**config.mk**
```make
export PLATFORM = sky130hd
export DESIGN_NAME = stl_forward_queue
export DESIGN_NICKNAME = d
export VERILOG_FILES = /design/src/rtl/stl_forward_queue.sv
export SDC_FILE = /design/constraint.sdc
export NUM_CORES = 2
export LEC_CHECK = 0
export CORE_MARGIN = 2
export CORE_UTILIZATION = 50
export CTS_CLUSTER_SIZE = 30
export DETAILED_ROUTE_END_ITERATION = 8
export DONT_BUFFER_PORTS = 1
export GPL_ROUTABILITY_DRIVEN = 0
export GPL_TIMING_DRIVEN = 0
export MAX_ROUTING_LAYER = met4
export PLACE_DENSITY_LB_ADDON = 0.12
export SYNTH_ARGS = -nofsm -noshare
export SYNTH_HDL_FRONTEND = slang
export SYNTH_SLANG_ARGS = --single-unit
```
**constraint.sdc**
```tcl
create_clock -name clk -period 7.31 [get_ports clk]
set_input_delay 0.731 -clock clk [delete_from_list [all_inputs] [get_ports clk]]
set_output_delay 0.731 -clock clk [all_outputs]
set_load 0.03 [all_outputs]
```
**src/rtl/stl_forward_queue.sv**
```systemverilog
module stl_forward_queue #(
  parameter int ENTRIES = 8,
  parameter int VA_W    = 16,
  parameter int PA_W    = 20
) (
  input  logic                       clk,
  input  logic                       rst_n,
  input  logic                       alloc_en,
  output logic [$clog2(ENTRIES)-1:0] alloc_idx,
  output logic                       q_full,
  input  logic                       retire_en,
  input  logic                       sa_en,
  input  logic [$clog2(ENTRIES)-1:0] sa_idx,
  input  logic [VA_W-1:0]            sa_va,
  input  logic [PA_W-1:0]            sa_pa,
  input  logic [1:0]                 sa_size,
  input  logic                       sd_en,
  input  logic [$clog2(ENTRIES)-1:0] sd_idx,
  input  logic [1:0]                 sd_size,
  input  logic [63:0]                sd_data,
  input  logic                       ld_valid,
  input  logic [VA_W-1:0]            ld_va,
  input  logic [PA_W-1:0]            ld_pa,
  input  logic [7:0]                 ld_mask,
  input  logic [ENTRIES-1:0]         ld_older,
  output logic [7:0]                 s1_fwd_mask,
  output logic                       s1_nrdy,
  output logic [7:0]                 s2_fwd_mask,
  output logic [63:0]                s2_fwd_data,
  output logic                       s2_nrdy,
  output logic [$clog2(ENTRIES)-1:0] s2_nrdy_idx,
  output logic                       s2_match_bad
);
  localparam int IDX_W = $clog2(ENTRIES);
  localparam int CNT_W = IDX_W + 1;

  function automatic logic [7:0] size_to_mask(input logic [1:0] sz, input logic [2:0] off);
    logic [7:0] base;
    case (sz)
      2'd0:    base = 8'h01;
      2'd1:    base = 8'h03;
      2'd2:    base = 8'h0F;
      default: base = 8'hFF;
    endcase
    return base << off;
  endfunction

  function automatic logic [63:0] replicate(input logic [1:0] sz, input logic [63:0] d);
    case (sz)
      2'd0:    return {8{d[7:0]}};
      2'd1:    return {4{d[15:0]}};
      2'd2:    return {2{d[31:0]}};
      default: return d;
    endcase
  endfunction

  logic [ENTRIES-1:0] ent_v, addr_v, data_v;
  logic [VA_W-1:0]    ent_va   [ENTRIES];
  logic [PA_W-1:0]    ent_pa   [ENTRIES];
  logic [7:0]         ent_mask [ENTRIES];
  logic [63:0]        ent_data [ENTRIES];
  logic [IDX_W-1:0]   head, tail;
  logic [CNT_W-1:0]   count;

  wire alloc_ok  = alloc_en && !q_full;
  wire retire_ok = retire_en && (count != '0);

  assign q_full    = (count == CNT_W'(ENTRIES));
  assign alloc_idx = tail;

  always_ff @(posedge clk or negedge rst_n) begin
    if (!rst_n) begin
      ent_v  <= '0;
      addr_v <= '0;
      data_v <= '0;
      head   <= '0;
      tail   <= '0;
      count  <= '0;
    end else begin
      if (sa_en && ent_v[sa_idx]) addr_v[sa_idx] <= 1'b1;
      if (sd_en && ent_v[sd_idx]) data_v[sd_idx] <= 1'b1;
      if (alloc_ok) begin
        ent_v[tail]  <= 1'b1;
        addr_v[tail] <= 1'b0;
        data_v[tail] <= 1'b0;
        tail         <= tail + 1'b1;
      end
      if (retire_ok) begin
        ent_v[head]  <= 1'b0;
        addr_v[head] <= 1'b0;
        data_v[head] <= 1'b0;
        head         <= head + 1'b1;
      end
      count <= count + CNT_W'(alloc_ok) - CNT_W'(retire_ok);
    end
  end

  always_ff @(posedge clk) begin
    if (sa_en) begin
      ent_va[sa_idx]   <= sa_va;
      ent_pa[sa_idx]   <= sa_pa;
      ent_mask[sa_idx] <= size_to_mask(sa_size, sa_va[2:0]);
    end
    if (sd_en) ent_data[sd_idx] <= replicate(sd_size, sd_data);
  end

  logic [ENTRIES-1:0] va_hit, pa_hit, blocked;
  logic [7:0]         sel_v;
  logic [IDX_W-1:0]   sel_e [8];
  logic [63:0]        s1_data;
  logic [IDX_W-1:0]   s1_nrdy_idx;

  always_comb begin
    for (int i = 0; i < ENTRIES; i++) begin
      va_hit[i] = ld_valid && ent_v[i] && addr_v[i] && ld_older[i] &&
                  (ent_va[i][VA_W-1:3] == ld_va[VA_W-1:3]) && |(ent_mask[i] & ld_mask);
      pa_hit[i] = ld_valid && ent_v[i] && addr_v[i] && ld_older[i] &&
                  (ent_pa[i][PA_W-1:3] == ld_pa[PA_W-1:3]) && |(ent_mask[i] & ld_mask);
    end
  end

  always_comb begin
    sel_v = '0;
    for (int b = 0; b < 8; b++) sel_e[b] = '0;
    for (int k = 0; k < ENTRIES; k++) begin
      logic [IDX_W-1:0] e;
      e = head + IDX_W'(k);
      for (int b = 0; b < 8; b++) begin
        if (va_hit[e] && ent_mask[e][b] && ld_mask[b]) begin
          sel_v[b] = 1'b1;
          sel_e[b] = e;
        end
      end
    end
  end

  always_comb begin
    blocked     = '0;
    s1_fwd_mask = '0;
    s1_data     = '0;
    for (int b = 0; b < 8; b++) begin
      if (sel_v[b]) begin
        if (data_v[sel_e[b]]) begin
          s1_fwd_mask[b]     = 1'b1;
          s1_data[8*b +: 8]  = ent_data[sel_e[b]][8*b +: 8];
        end else begin
          blocked[sel_e[b]]  = 1'b1;
        end
      end
    end
    s1_nrdy_idx = '0;
    for (int k = 0; k < ENTRIES; k++) begin
      logic [IDX_W-1:0] e;
      e = head + IDX_W'(k);
      if (blocked[e]) s1_nrdy_idx = e;
    end
  end

  assign s1_nrdy = |blocked;

  always_ff @(posedge clk or negedge rst_n) begin
    if (!rst_n) begin
      s2_fwd_mask  <= '0;
      s2_fwd_data  <= '0;
      s2_nrdy      <= 1'b0;
      s2_nrdy_idx  <= '0;
      s2_match_bad <= 1'b0;
    end else begin
      s2_fwd_mask  <= s1_fwd_mask;
      s2_fwd_data  <= s1_data;
      s2_nrdy      <= s1_nrdy;
      s2_nrdy_idx  <= s1_nrdy_idx;
      s2_match_bad <= ld_valid && (va_hit != pa_hit);
    end
  end

  AST_S2_FOLLOWS_S1: assert property (@(posedge clk) disable iff (!rst_n)
    $past(rst_n) |-> (s2_fwd_mask == $past(s1_fwd_mask) && s2_nrdy == $past(s1_nrdy)));
  AST_FWD_INSIDE_LOAD: assert property (@(posedge clk) disable iff (!rst_n)
    (s1_fwd_mask & ~ld_mask) == 8'h00);
  AST_IDLE_SILENT: assert property (@(posedge clk) disable iff (!rst_n)
    !ld_valid |-> (s1_fwd_mask == 8'h00 && !s1_nrdy));
  AST_OCCUPANCY_BOUND: assert property (@(posedge clk) disable iff (!rst_n)
    count <= CNT_W'(ENTRIES));
  AST_FULL_HOLDS: assert property (@(posedge clk) disable iff (!rst_n)
    (q_full && alloc_en && !retire_en) |=> (q_full && $stable(tail)));
  AST_NRDY_NOT_FWD: assert property (@(posedge clk) disable iff (!rst_n)
    s1_nrdy |-> (s1_fwd_mask != ld_mask || ld_mask == 8'h00) );
endmodule

```
==> impl.org <==
** Clock network
- In this run the clock root is driven by a sky130_fd_sc_hd__clkbuf_16.
- Clock latency on the worst-skew pair, taken at its later pin, is 0.71 ns.
- The longest clock path from root to sink contains 3 buffers.
- TritonCTS buffer count :: 96
- CTS H-Tree Depth :: 3
- The clock net in this run drives a total of around 900 sinks.
- TritonCTS built the clock tree.
- Clock edge transition at the registers on the reported setup and hold paths :: approximately 0.060 ns

** Floorplan
- about 260 I/O pins were placed.
- Row generation in the floorplan step produced ~110 rows.
- Standard cell core area :: approximately 95,000 sq um
- Measured along the x axis, the die boundary spans approximately 310 microns.
- The die covers 97,700 sq um.
- Chip height :: approximately 310 microns
- The initial utilization of the core area, before any placement, comes to 0.503.

** Synthesis
- A synthesized cell averages between 10 and 15 sq um.
- Counting flops with a built-in enable in the synthesized netlist gives between 800 and 900.
- Net count of the mapped netlist :: approximately 4,100
- Top FF cell, synth :: sky130_fd_sc_hd__edfxtp_1
- Yosys reg bits :: approximately 930
- Post-synthesis instance area :: 47,600 sq um
- Counting every instance in the synthesized netlist gives 3,889.
- Synthesis instantiated ~110 different standard cells from the library.
- Share of the yosys chip area belonging to registers :: 0.573
- Asr flop ratio synth :: 0.120
- Synth warn :: 0

** Timing
- For this run, the top clock speed supported by timing is between 0.1 and 0.15 GHz.
- Final Cycle Share :: 1.02
- The smallest clock period supported by the final layout is computed as about 7.4 ns.
- Across all setup checks in the final design, the least slack found is -0.137 ns.
- Setup violations remaining at the end of the flow were counted as 1.
- For the final routed database, the setup TNS stands at -0.137 ns.
- For the final database, setup skew stands at roughly 0.064 ns.
- Headroom to the max-slew limit came out at 0.0177.
- Final count of pins violating max slew :: 0
- The final count of hold timing violations is 0.
- Slew at the pin with the worst max-slew slack :: approximately 1.5 ns

** Cells and area
- P&R area growth vs syn :: 15.2%
- Commonest cells after routing, fill and taps aside :: 816 x sky130_fd_sc_hd__edfxtp_1, 382 x sky130_fd_sc_hd__nand2_1, 234 x sky130_fd_sc_hd__mux2i_1
- After filler insertion, the fill cell instance count of the layout stands at between 7,000 and 8,000.
- # nets final :: 4,267
- Once layout is complete, the utilization of the core stands at 0.579.
- Leaving out fill and tap cells, the most frequent cell in the layout is sky130_fd_sc_hd__edfxtp_1.
- Share of cells above drive strength 1 :: 0.180

** Outcome
- Status :: finished, violations left
- The checks that failed: DRC, setup timing.

** Route
- The first detailed-routing pass took 9 iterations.
- DR DRC count :: between 90 and 100
- Detailed routing inserted a total of approximately 37,000 vias.
- Using the TritonRoute via totals, the vias-per-cell ratio works out to 6.79.
- The detailed router finished its first iteration with roughly 5,600 violations.
- Summed over all layers, the routed wires come to 167 mm.
- Residual antenna-violating net count after detailed routing :: 0
- Dividing the detail-routed wire length by the instance count gives a little over 30 microns.

** Place
- I/O Buffers :: 0
- Pre-CTS worst setup slack :: -3.43 ns
- Post-DP HPWL :: 119 mm

** Flow run
- Max-cap violations in this run came to 0.

** Setup path
- Worst stage delay on the critical path :: 0.62 ns
- Data on the critical path is required at its endpoint by approximately 6.6 ns.
- Worst path cell trace :: xnor2_1 -> nand4_1 -> nor4_1 -> nand4_1 -> a21oi_2 -> a21oi_1 -> o22ai_1 -> o21ai_0 -> a21oi_1 -> mux2i_1 -> a221o_1 -> o31a_1 -> or4_4 -> nor4_4 -> o2111ai_4
- The critical path in this run is classified as flip-flop to primary output.
- Element type at the critical path end :: primary output
- Grouping stages by cell kind, the critical path spends the most delay in compound AO/OA/AOI/OAI gates.
- At the worst endpoint, the arrival time is ~6.7 ns.
- STA classifies the critical path startpoint as a flip-flop.
- Crit-path slowest cell :: sky130_fd_sc_hd__a21oi_2
- Of all nets on the critical path, the largest fanout is 7.
- Worst path buffer plus inverter count :: 0

** GRT
- The initial antenna violation count came to 4.
- In the global route stage, overall resource usage came out at 0.343.
- The first global-routing pass estimated 238 mm of wire.
- Largest net degree at the start of global routing :: approximately 110
- Total gr overflow :: 0
- The via count of the first global-routing pass was between 30,000 and 40,000.

** Worst hold path
- Worst hold-check path type :: input pin to flip-flop
[what timing repair did]
| action | CTS | global route |
|---|---|---|
| hold buffers | 2 | 0 |
| pin swaps | 13 | 26 |
| endpoints found under the setup margin | 86 | 12 |
| endpoints found under the hold margin | 111 | 0 |
| buffers inserted | 20 | 32 |
| resized for setup | 189 | 146 |
| cloned | 0 | 0 |
[routing by layer]
metal	routed length, microns	vias up	track usage
li1	-	15400	-
met1	64600	18100	0.443
met2	73000	2656	0.499
met3	20000	690	0.110
met4	9310	0	0.147
met5	0	-	-
[cell type report]
type,count,area (sq um),area share
clock inverters,53,469,0.00855
well taps,1265,1580,0.0288
diodes,5,12.5,0.000228
inverters,42,168,0.00306
repair buffers,102,1220,0.0222
flip-flops and latches,927,27300,0.497
plain buffers,227,1220,0.0222
clock buffers,127,2640,0.0481
multi-input cells,2688,20300,0.370
[Yosys cell counts (all sizes together), types with 13 or more instances]
master | number | share of area
o22ai | 37 | 0.0051
a21boi | 16 | 0.0025
a21oi | 178 | 0.019
xnor2 | 160 | 0.029
nand2b | 22 | 0.0029
or4 | 16 | 0.0028
o2111ai | 16 | 0.0029
and3 | 44 | 0.0059
nand2 | 391 | 0.031
o21ai | 110 | 0.012
dfrtp | 111 | 0.058
a31oi | 28 | 0.0040
or2 | 16 | 0.0021
a41oi | 16 | 0.0029
nor3 | 107 | 0.012
nor2b | 14 | 0.0018
a22oi | 58 | 0.0092
ha | 13 | 0.0034
a211o | 14 | 0.0026
mux4 | 69 | 0.033
clkbuf | 148 | 0.012
or3 | 28 | 0.0038
nand4 | 67 | 0.0091
xor2 | 99 | 0.018
nand3 | 118 | 0.013
o211ai | 63 | 0.010
inv | 39 | 0.0031
a21o | 24 | 0.0038
nor2 | 236 | 0.019
nor4 | 57 | 0.0088
buf | 84 | 0.0089
o21a | 30 | 0.0047
and2 | 39 | 0.0051
mux2 | 109 | 0.026
a211oi | 51 | 0.0081
mux2i | 235 | 0.049
edfxtp | 816 | 0.51
[worst paths after layout]
kind	from	endpoint	slack [ns]	cells after the start
setup / recovery	ent_va[5][10]$_DFFE_PP_	s1_nrdy	-0.14	15
hold / removal	sd_data[5]	ent_data[2][5]$_DFFE_PP_	0.12	0
setup reg to reg	ent_va[3][11]$_DFFE_PP_	s2_nrdy_idx[0]$_DFF_PN0_	0.14	22
hold reg to reg	addr_v[1]$_DFF_PN0_	addr_v[1]$_DFF_PN0_	0.51	2
max in group asynchronous	rst_n	head[1]$_DFFE_PN0P_	6.10	2
min in group asynchronous	rst_n	s2_fwd_data[58]$_DFF_PN0_	0.67	2
[metrics by stage]
| step | hold slack (ns) | std cells | area [sq um] |
|---|---|---|---|
| 2_1_floorplan | 0.435 | 3889 | 47600 |
| 3_3_place_gp | 0.443 | 5154 | 49200 |
| 3_5_place_dp | 0.444 | 5202 | 50100 |
| 4_1_cts | 0.0926 | 5402 | 54100 |
| 5_1_grt | 0.0948 | 5433 | 54900 |
| 6_report | 0.122 | 5436 | 54900 |
[sequential cells by signal, summed over array words and instances, names as in the netlist, 64 cells and up]
signal       flops
ent_mask        64
ent_pa         136
ent_va         104
ent_data       512
s2_fwd_data     64
[cell families (layout without fill, tap and decap cells)]
family | count (synthesis) | in the layout | synth area share
multiplexers | 413 | 413 | 0.108
AND/OR/NAND/NOR | 1192 | 1192 | 0.123
XOR/XNOR | 259 | 259 | 0.0476
other | 0 | 5 | 0
AO/OA/AOI/OAI | 810 | 810 | 0.121
adder cells (fa/ha/maj) | 14 | 14 | 0.00384
buffers and inverters | 274 | 551 | 0.0239
flip-flops | 927 | 927 | 0.573
Power is not shown: default switching activity piles up to over one toggle a cycle in this logic, so the estimate is an artifact.
